==> src/rtl/fdc_octl_pkg.sv <==
package fdc_octl_pkg;

  localparam int SEL_LSB = 0;
  localparam int SEL_W   = 2;
  localparam int SRST_N  = 2;
  localparam int DMA_EN  = 3;
  localparam int MTR_LSB = 4;
  localparam int MAX_DRIVES = 4;

  // Bits that hold state: select, reset, dma enable and one motor bit per drive.
  function automatic logic [7:0] live_mask(input int drives);
    logic [7:0] m;
    m = 8'h0F;
    for (int i = 0; i < MAX_DRIVES; i++)
      if (i < drives) m[MTR_LSB + i] = 1'b1;
    return m;
  endfunction

  function automatic int hold_cycles(input longint clk_ps, input longint min_ps);
    longint c;
    c = (min_ps + clk_ps - 1) / clk_ps;
    if (c < 1) c = 1;
    return int'(c);
  endfunction

endpackage

==> src/rtl/fdc_octl_regs.sv <==
module fdc_octl_regs
  import fdc_octl_pkg::*;
#(
  parameter int          ADDR_W    = 16,
  parameter logic [15:0] BASE_ADDR = 16'h03F2,
  parameter int          DRIVES    = 2
) (
  input  logic              clk,
  input  logic              rst,
  input  logic [ADDR_W-1:0] bus_addr,
  input  logic              bus_wr,
  input  logic              bus_rd,
  input  logic [7:0]        bus_wdata,
  output logic [7:0]        ctl_q,
  output logic [7:0]        bus_rdata
);

  localparam logic [7:0]        MASK = live_mask(DRIVES);
  localparam logic [ADDR_W-1:0] HIT  = BASE_ADDR[ADDR_W-1:0];

  logic hit;
  assign hit = (bus_addr == HIT);

  always_ff @(posedge clk) begin
    if (rst)
      ctl_q <= '0;
    else if (bus_wr && hit)
      ctl_q <= bus_wdata & MASK;
  end

  always_ff @(posedge clk) begin
    if (rst)
      bus_rdata <= '0;
    else if (bus_rd && hit)
      bus_rdata <= ctl_q;
    else
      bus_rdata <= '0;
  end

endmodule

==> src/rtl/fdc_octl_stretch.sv <==
module fdc_octl_stretch #(
  parameter int HOLD_CYC = 10
) (
  input  logic clk,
  input  logic rst,
  input  logic srst_n,
  output logic fdc_reset
);

  localparam int CW = $clog2(HOLD_CYC + 1);
  localparam logic [CW-1:0] LOAD = CW'(HOLD_CYC);

  logic [CW-1:0] cnt;

  always_ff @(posedge clk) begin
    if (rst)
      cnt <= LOAD;
    else if (!srst_n)
      cnt <= LOAD;
    else if (cnt != '0)
      cnt <= cnt - 1'b1;
  end

  always_ff @(posedge clk) begin
    if (rst)
      fdc_reset <= 1'b1;
    else
      fdc_reset <= !srst_n || (cnt != '0);
  end

endmodule

==> src/rtl/fdc_octl_pins.sv <==
module fdc_octl_pins
  import fdc_octl_pkg::*;
#(
  parameter int DRIVES = 2
) (
  input  logic              clk,
  input  logic              rst,
  input  logic              ps2_mode,
  input  logic [7:0]        ctl_q,
  output logic [DRIVES-1:0] ds_n,
  output logic [DRIVES-1:0] mtr_n,
  output logic              dma_open
);

  logic [SEL_W-1:0] sel;
  assign sel = ctl_q[SEL_LSB +: SEL_W];

  for (genvar i = 0; i < DRIVES; i++) begin : g_drive
    localparam logic [SEL_W-1:0] CODE = SEL_W'(i);
    always_ff @(posedge clk) begin
      if (rst) begin
        ds_n[i]  <= (i != 0);
        mtr_n[i] <= 1'b1;
      end else begin
        ds_n[i]  <= (sel != CODE);
        mtr_n[i] <= !ctl_q[MTR_LSB + i];
      end
    end
  end

  always_ff @(posedge clk) begin
    if (rst)
      dma_open <= ps2_mode;
    else
      dma_open <= ps2_mode || ctl_q[DMA_EN];
  end

endmodule

==> src/rtl/fdc_out_ctl.sv <==
module fdc_out_ctl
  import fdc_octl_pkg::*;
#(
  parameter int          ADDR_W     = 16,
  parameter logic [15:0] BASE_ADDR  = 16'h03F2,
  parameter int          DRIVES     = 2,
  parameter longint      CLK_PS     = 10000,
  parameter longint      MIN_RST_PS = 100000
) (
  input  logic              clk,
  input  logic              rst,
  input  logic [ADDR_W-1:0] bus_addr,
  input  logic              bus_wr,
  input  logic              bus_rd,
  input  logic [7:0]        bus_wdata,
  output logic [7:0]        bus_rdata,
  input  logic              ps2_mode,
  output logic              fdc_reset,
  output logic [DRIVES-1:0] ds_n,
  output logic [DRIVES-1:0] mtr_n,
  output logic              drq_oe,
  output logic              fintr_oe,
  output logic              dack_gate,
  output logic              tc_gate
);

  localparam int HOLD_CYC = hold_cycles(CLK_PS, MIN_RST_PS);

  logic [7:0] ctl_q;
  logic       dma_open;

  fdc_octl_regs #(
    .ADDR_W(ADDR_W), .BASE_ADDR(BASE_ADDR), .DRIVES(DRIVES)
  ) u_regs (
    .clk(clk), .rst(rst), .bus_addr(bus_addr), .bus_wr(bus_wr),
    .bus_rd(bus_rd), .bus_wdata(bus_wdata), .ctl_q(ctl_q),
    .bus_rdata(bus_rdata)
  );

  fdc_octl_stretch #(.HOLD_CYC(HOLD_CYC)) u_stretch (
    .clk(clk), .rst(rst), .srst_n(ctl_q[SRST_N]), .fdc_reset(fdc_reset)
  );

  fdc_octl_pins #(.DRIVES(DRIVES)) u_pins (
    .clk(clk), .rst(rst), .ps2_mode(ps2_mode), .ctl_q(ctl_q),
    .ds_n(ds_n), .mtr_n(mtr_n), .dma_open(dma_open)
  );

  assign drq_oe    = dma_open;
  assign fintr_oe  = dma_open;
  assign dack_gate = dma_open;
  assign tc_gate   = dma_open;

endmodule

==> config.mk <==
export PLATFORM = sky130hd
export DESIGN_NAME = fdc_out_ctl
export DESIGN_NICKNAME = d
export VERILOG_FILES = /design/src/rtl/fdc_octl_pkg.sv /design/src/rtl/fdc_octl_regs.sv /design/src/rtl/fdc_octl_stretch.sv /design/src/rtl/fdc_octl_pins.sv /design/src/rtl/fdc_out_ctl.sv
export SDC_FILE = /design/constraint.sdc
export NUM_CORES = 1
export LEC_CHECK = 0
export ABC_AREA = 1
export BUFFER_PORTS_ARGS = -buffer_cell sky130_fd_sc_hd__buf_2
export CAP_MARGIN = 5
export CORE_ASPECT_RATIO = 0.9
export CORE_MARGIN = 4
export CORE_UTILIZATION = 39
export CTS_CLUSTER_DIAMETER = 150
export CTS_CLUSTER_SIZE = 12
export DETAILED_ROUTE_END_ITERATION = 16
export PLACE_DENSITY = 0.81
export SLEW_MARGIN = 15
export SYNTH_ARGS = -nofsm -noshare
export SYNTH_HDL_FRONTEND = slang
export SYNTH_SLANG_ARGS = --single-unit
==> constraint.sdc <==
create_clock -name clk -period 1.6 [get_ports clk]
set_clock_uncertainty 0.1 [all_clocks]
set_input_delay 0.16 -clock clk [delete_from_list [all_inputs] [get_ports clk]]
set_output_delay 0.16 -clock clk [all_outputs]
set_load 0.05 [all_outputs]
==> impl_metrics.yaml <==
clock_tree:
  clk_pin_slew_ns: 0.12
  htreeDepth: 1
  cts_tree: "done"
  root_buffer: "clkbuf_4"
  cts_resized: 0
  cts_buffers: 3
  cts.path.max_buffers: 2
  post_cts_buffers: 0
  clk_latency_ns: 0.31
  clock-sinks: 22
  ctsHoldBuffers: 8
routing:
  vias_per_cell: 4.41
  wl_per_cell_um: 10.9
  wl_met1_um: 773
  drc: 0
  wirelength_um: 2020
  wl_met3_um: 162
  drt_iter0_drc: 11
  top_layer: "met4"
  drtAntennaViolNets: 0
  wl_met2_um: 1070
  dr.pass1.iters: 5
  num_vias: 815
cells_and_area:
  drive_above_1_share_pct: 31.3
  fin_util_pct: 59.3
  finish.instance_area_sq_um: 1190
  final_common_cell: "buf_2"
  nets: 192
  multiInputGateArea_sq_um: 318
  seq_area_sq_um: 440
  area_delta_synth_final_pct: 37.4
  final_cell_mix: "buf_2, nand2_1, nor2_1, dfxtp_1, inv_1"
  layoutNonFillerInstCount: 185
  n_fill_cell: 177
  diodes: 0
outcome:
  status: "finished, final reports clean"
timing:
  post-route-period-util_pct: 87.9
  tns_ns: 0
  hold_viol: 0
  max_freq_mhz: 711
  hold_ws_ns: 0.111
  rsz0062_at_grt: "no"
  final.min_clock_period_ns: 1.41
  final_max_slew_viol_count: 0
  fin_ws_ns: 0.193
  setup_viol: 0
die:
  die_h_um: 52.7
  ios: 46
  die_area_sq_um: 3040
  die_w_um: 57.7
  rows: 15
  start_util_pct: 43.2
  core_area_sq_um: 2010
placed_design:
  dp_hpwl_um: 1480
  placed_cell_area_sq_um: 1060
  io_buffers: 41
  dp_slack_ns: 0.317
  placed_cells: 173
  gp_congestion: 0.831
global_routing:
  grt_start_max_net_pins: 14
  antenna_found_initial: 0
  grt_pass1_wl_um: 2970
  grt_pass1_vias: 697
  grt_overflow: 0
  grt_usage_pct: 13.2
power:
  power.total_mw: 1.07
  peakVddDrop_mv: 0.858
  powerDensity_nw_per_um2: 900
  leakage_nw: 0.601
min_path:
  hp-class: "input port to flop"
logic_synthesis:
  syn_inst: 112
  synth_seq_area_share_pct: 50.8
  ys_seq_elements: 22
  synth.distinct_cells: 19
  avgSynthCellArea_sq_um: 7.74
  synth_warnings: 0
  syn_area_sq_um: 867
critical_path:
  crit_buf_inv: 4
  worst-path-max-fanout: 7
  path_cells: "dlygate4sd3_1, buf_2, nor2_2, inv_1, nor2_1, inv_1, nor2_1, a31oi_1"
  crit_path_max_incr_delay_ns: 0.54
  cp.arrival_ns: 1.51
  critPathCaptureType: "flop"
  crit_family: "buffers and inverters"
  criticalPathCategory: "input port to flop"
  cp.required_ns: 1.71
  crit_slowest_cell: "dlygate4sd3_1"
  startpoint_type: "input port"
run:
  maxCapViolCount: 0
-- where the power goes --
part / internal [mW] / total, mW / switching, mW
logic: 0.0433 / 0.0987 / 0.0554
clock network: 0.253 / 0.423 / 0.170
registers: 0.549 / 0.550 / 0.000951
total: 0.846 / 1.07 / 0.226
-- final cells by class --
cell class,count,share of cell area (%)
repair buffers,49,23.9
clock inverters,1,2.52
multi-input cells,68,26.7
well taps,25,2.63
inverters,17,5.36
flip-flops and latches,22,37.0
clock buffers,3,1.89
-- cell usage after synthesis --
cell type / n / area share [%]
nand2_1: 23 / 10
inv_1: 16 / 6.9
o21bai_1: 1 / 0.87
xor2_1: 1 / 1.0
a31oi_1: 1 / 0.72
clkinv_1: 1 / 0.43
buf_6: 1 / 1.3
nor3_1: 3 / 1.7
nor2_1: 22 / 9.5
buf_4: 5 / 4.3
o21ai_0: 1 / 0.58
nand3_2: 1 / 1.2
dfxtp_1: 22 / 51
ha_1: 2 / 2.9
conb_1: 1 / 0.43
xnor2_1: 1 / 1.0
nand3_1: 4 / 2.3
nor2_2: 4 / 2.9
a21oi_1: 2 / 1.2
-- state kept, by name, summed over array words and instances (netlist names) --
signal / count
u_pins.dma_open: 1
u_pins.ds_n: 2
u_pins.mtr_n: 2
u_regs.bus_rdata: 6
u_regs.ctl_q: 6
u_stretch.cnt: 4
u_stretch.fdc_reset: 1
-- worst register-to-register path, stage by stage, from the launching register on --
cell     delay, ns
dfxtp_1       0.34
inv_1         0.11
ha_1          0.17
nand3_1       0.11
nor2_1        0.19
inv_1         0.08
nor2_1        0.08
a31oi_1       0.04
-- cell families (layout without fill, tap and decap cells) --
kind of cell / after synthesis / in the layout / share of synthesized area [%]
compound gates: 5 / 5 / 3.32
xor+xnor: 2 / 2 / 2.02
fa+ha+maj: 2 / 2 / 2.89
buf+inv: 23 / 70 / 13.0
flops: 22 / 22 / 50.8
other cells: 1 / 2 / 0.432
simple gates: 57 / 57 / 27.6
-- worst paths after layout --
kind / startpoint / end / slack, ns / cells past startpoint
worst min-delay path: bus_rd / u_regs.bus_rdata[2]$_SDFF_PP0_ / 0.11 / 3
worst max register to register: u_stretch.cnt[0]$_SDFFE_PP0P_ / u_stretch.cnt[1]$_SDFFE_PP1P_ / 0.28 / 7
worst min register to register: u_regs.ctl_q[0]$_SDFFE_PP0P_ / u_pins.ds_n[1]$_SDFF_PP1_ / 0.33 / 1
worst max-delay path: rst / u_stretch.cnt[1]$_SDFFE_PP1P_ / 0.19 / 8
-- per-layer routing --
layer,up-vias,global-route usage [%]
li1,425,-
met1,356,13.2
met2,31,26.5
met3,3,2.22
met4,0,5.79
met5,-,0
(Power assumes the default switching activity.)
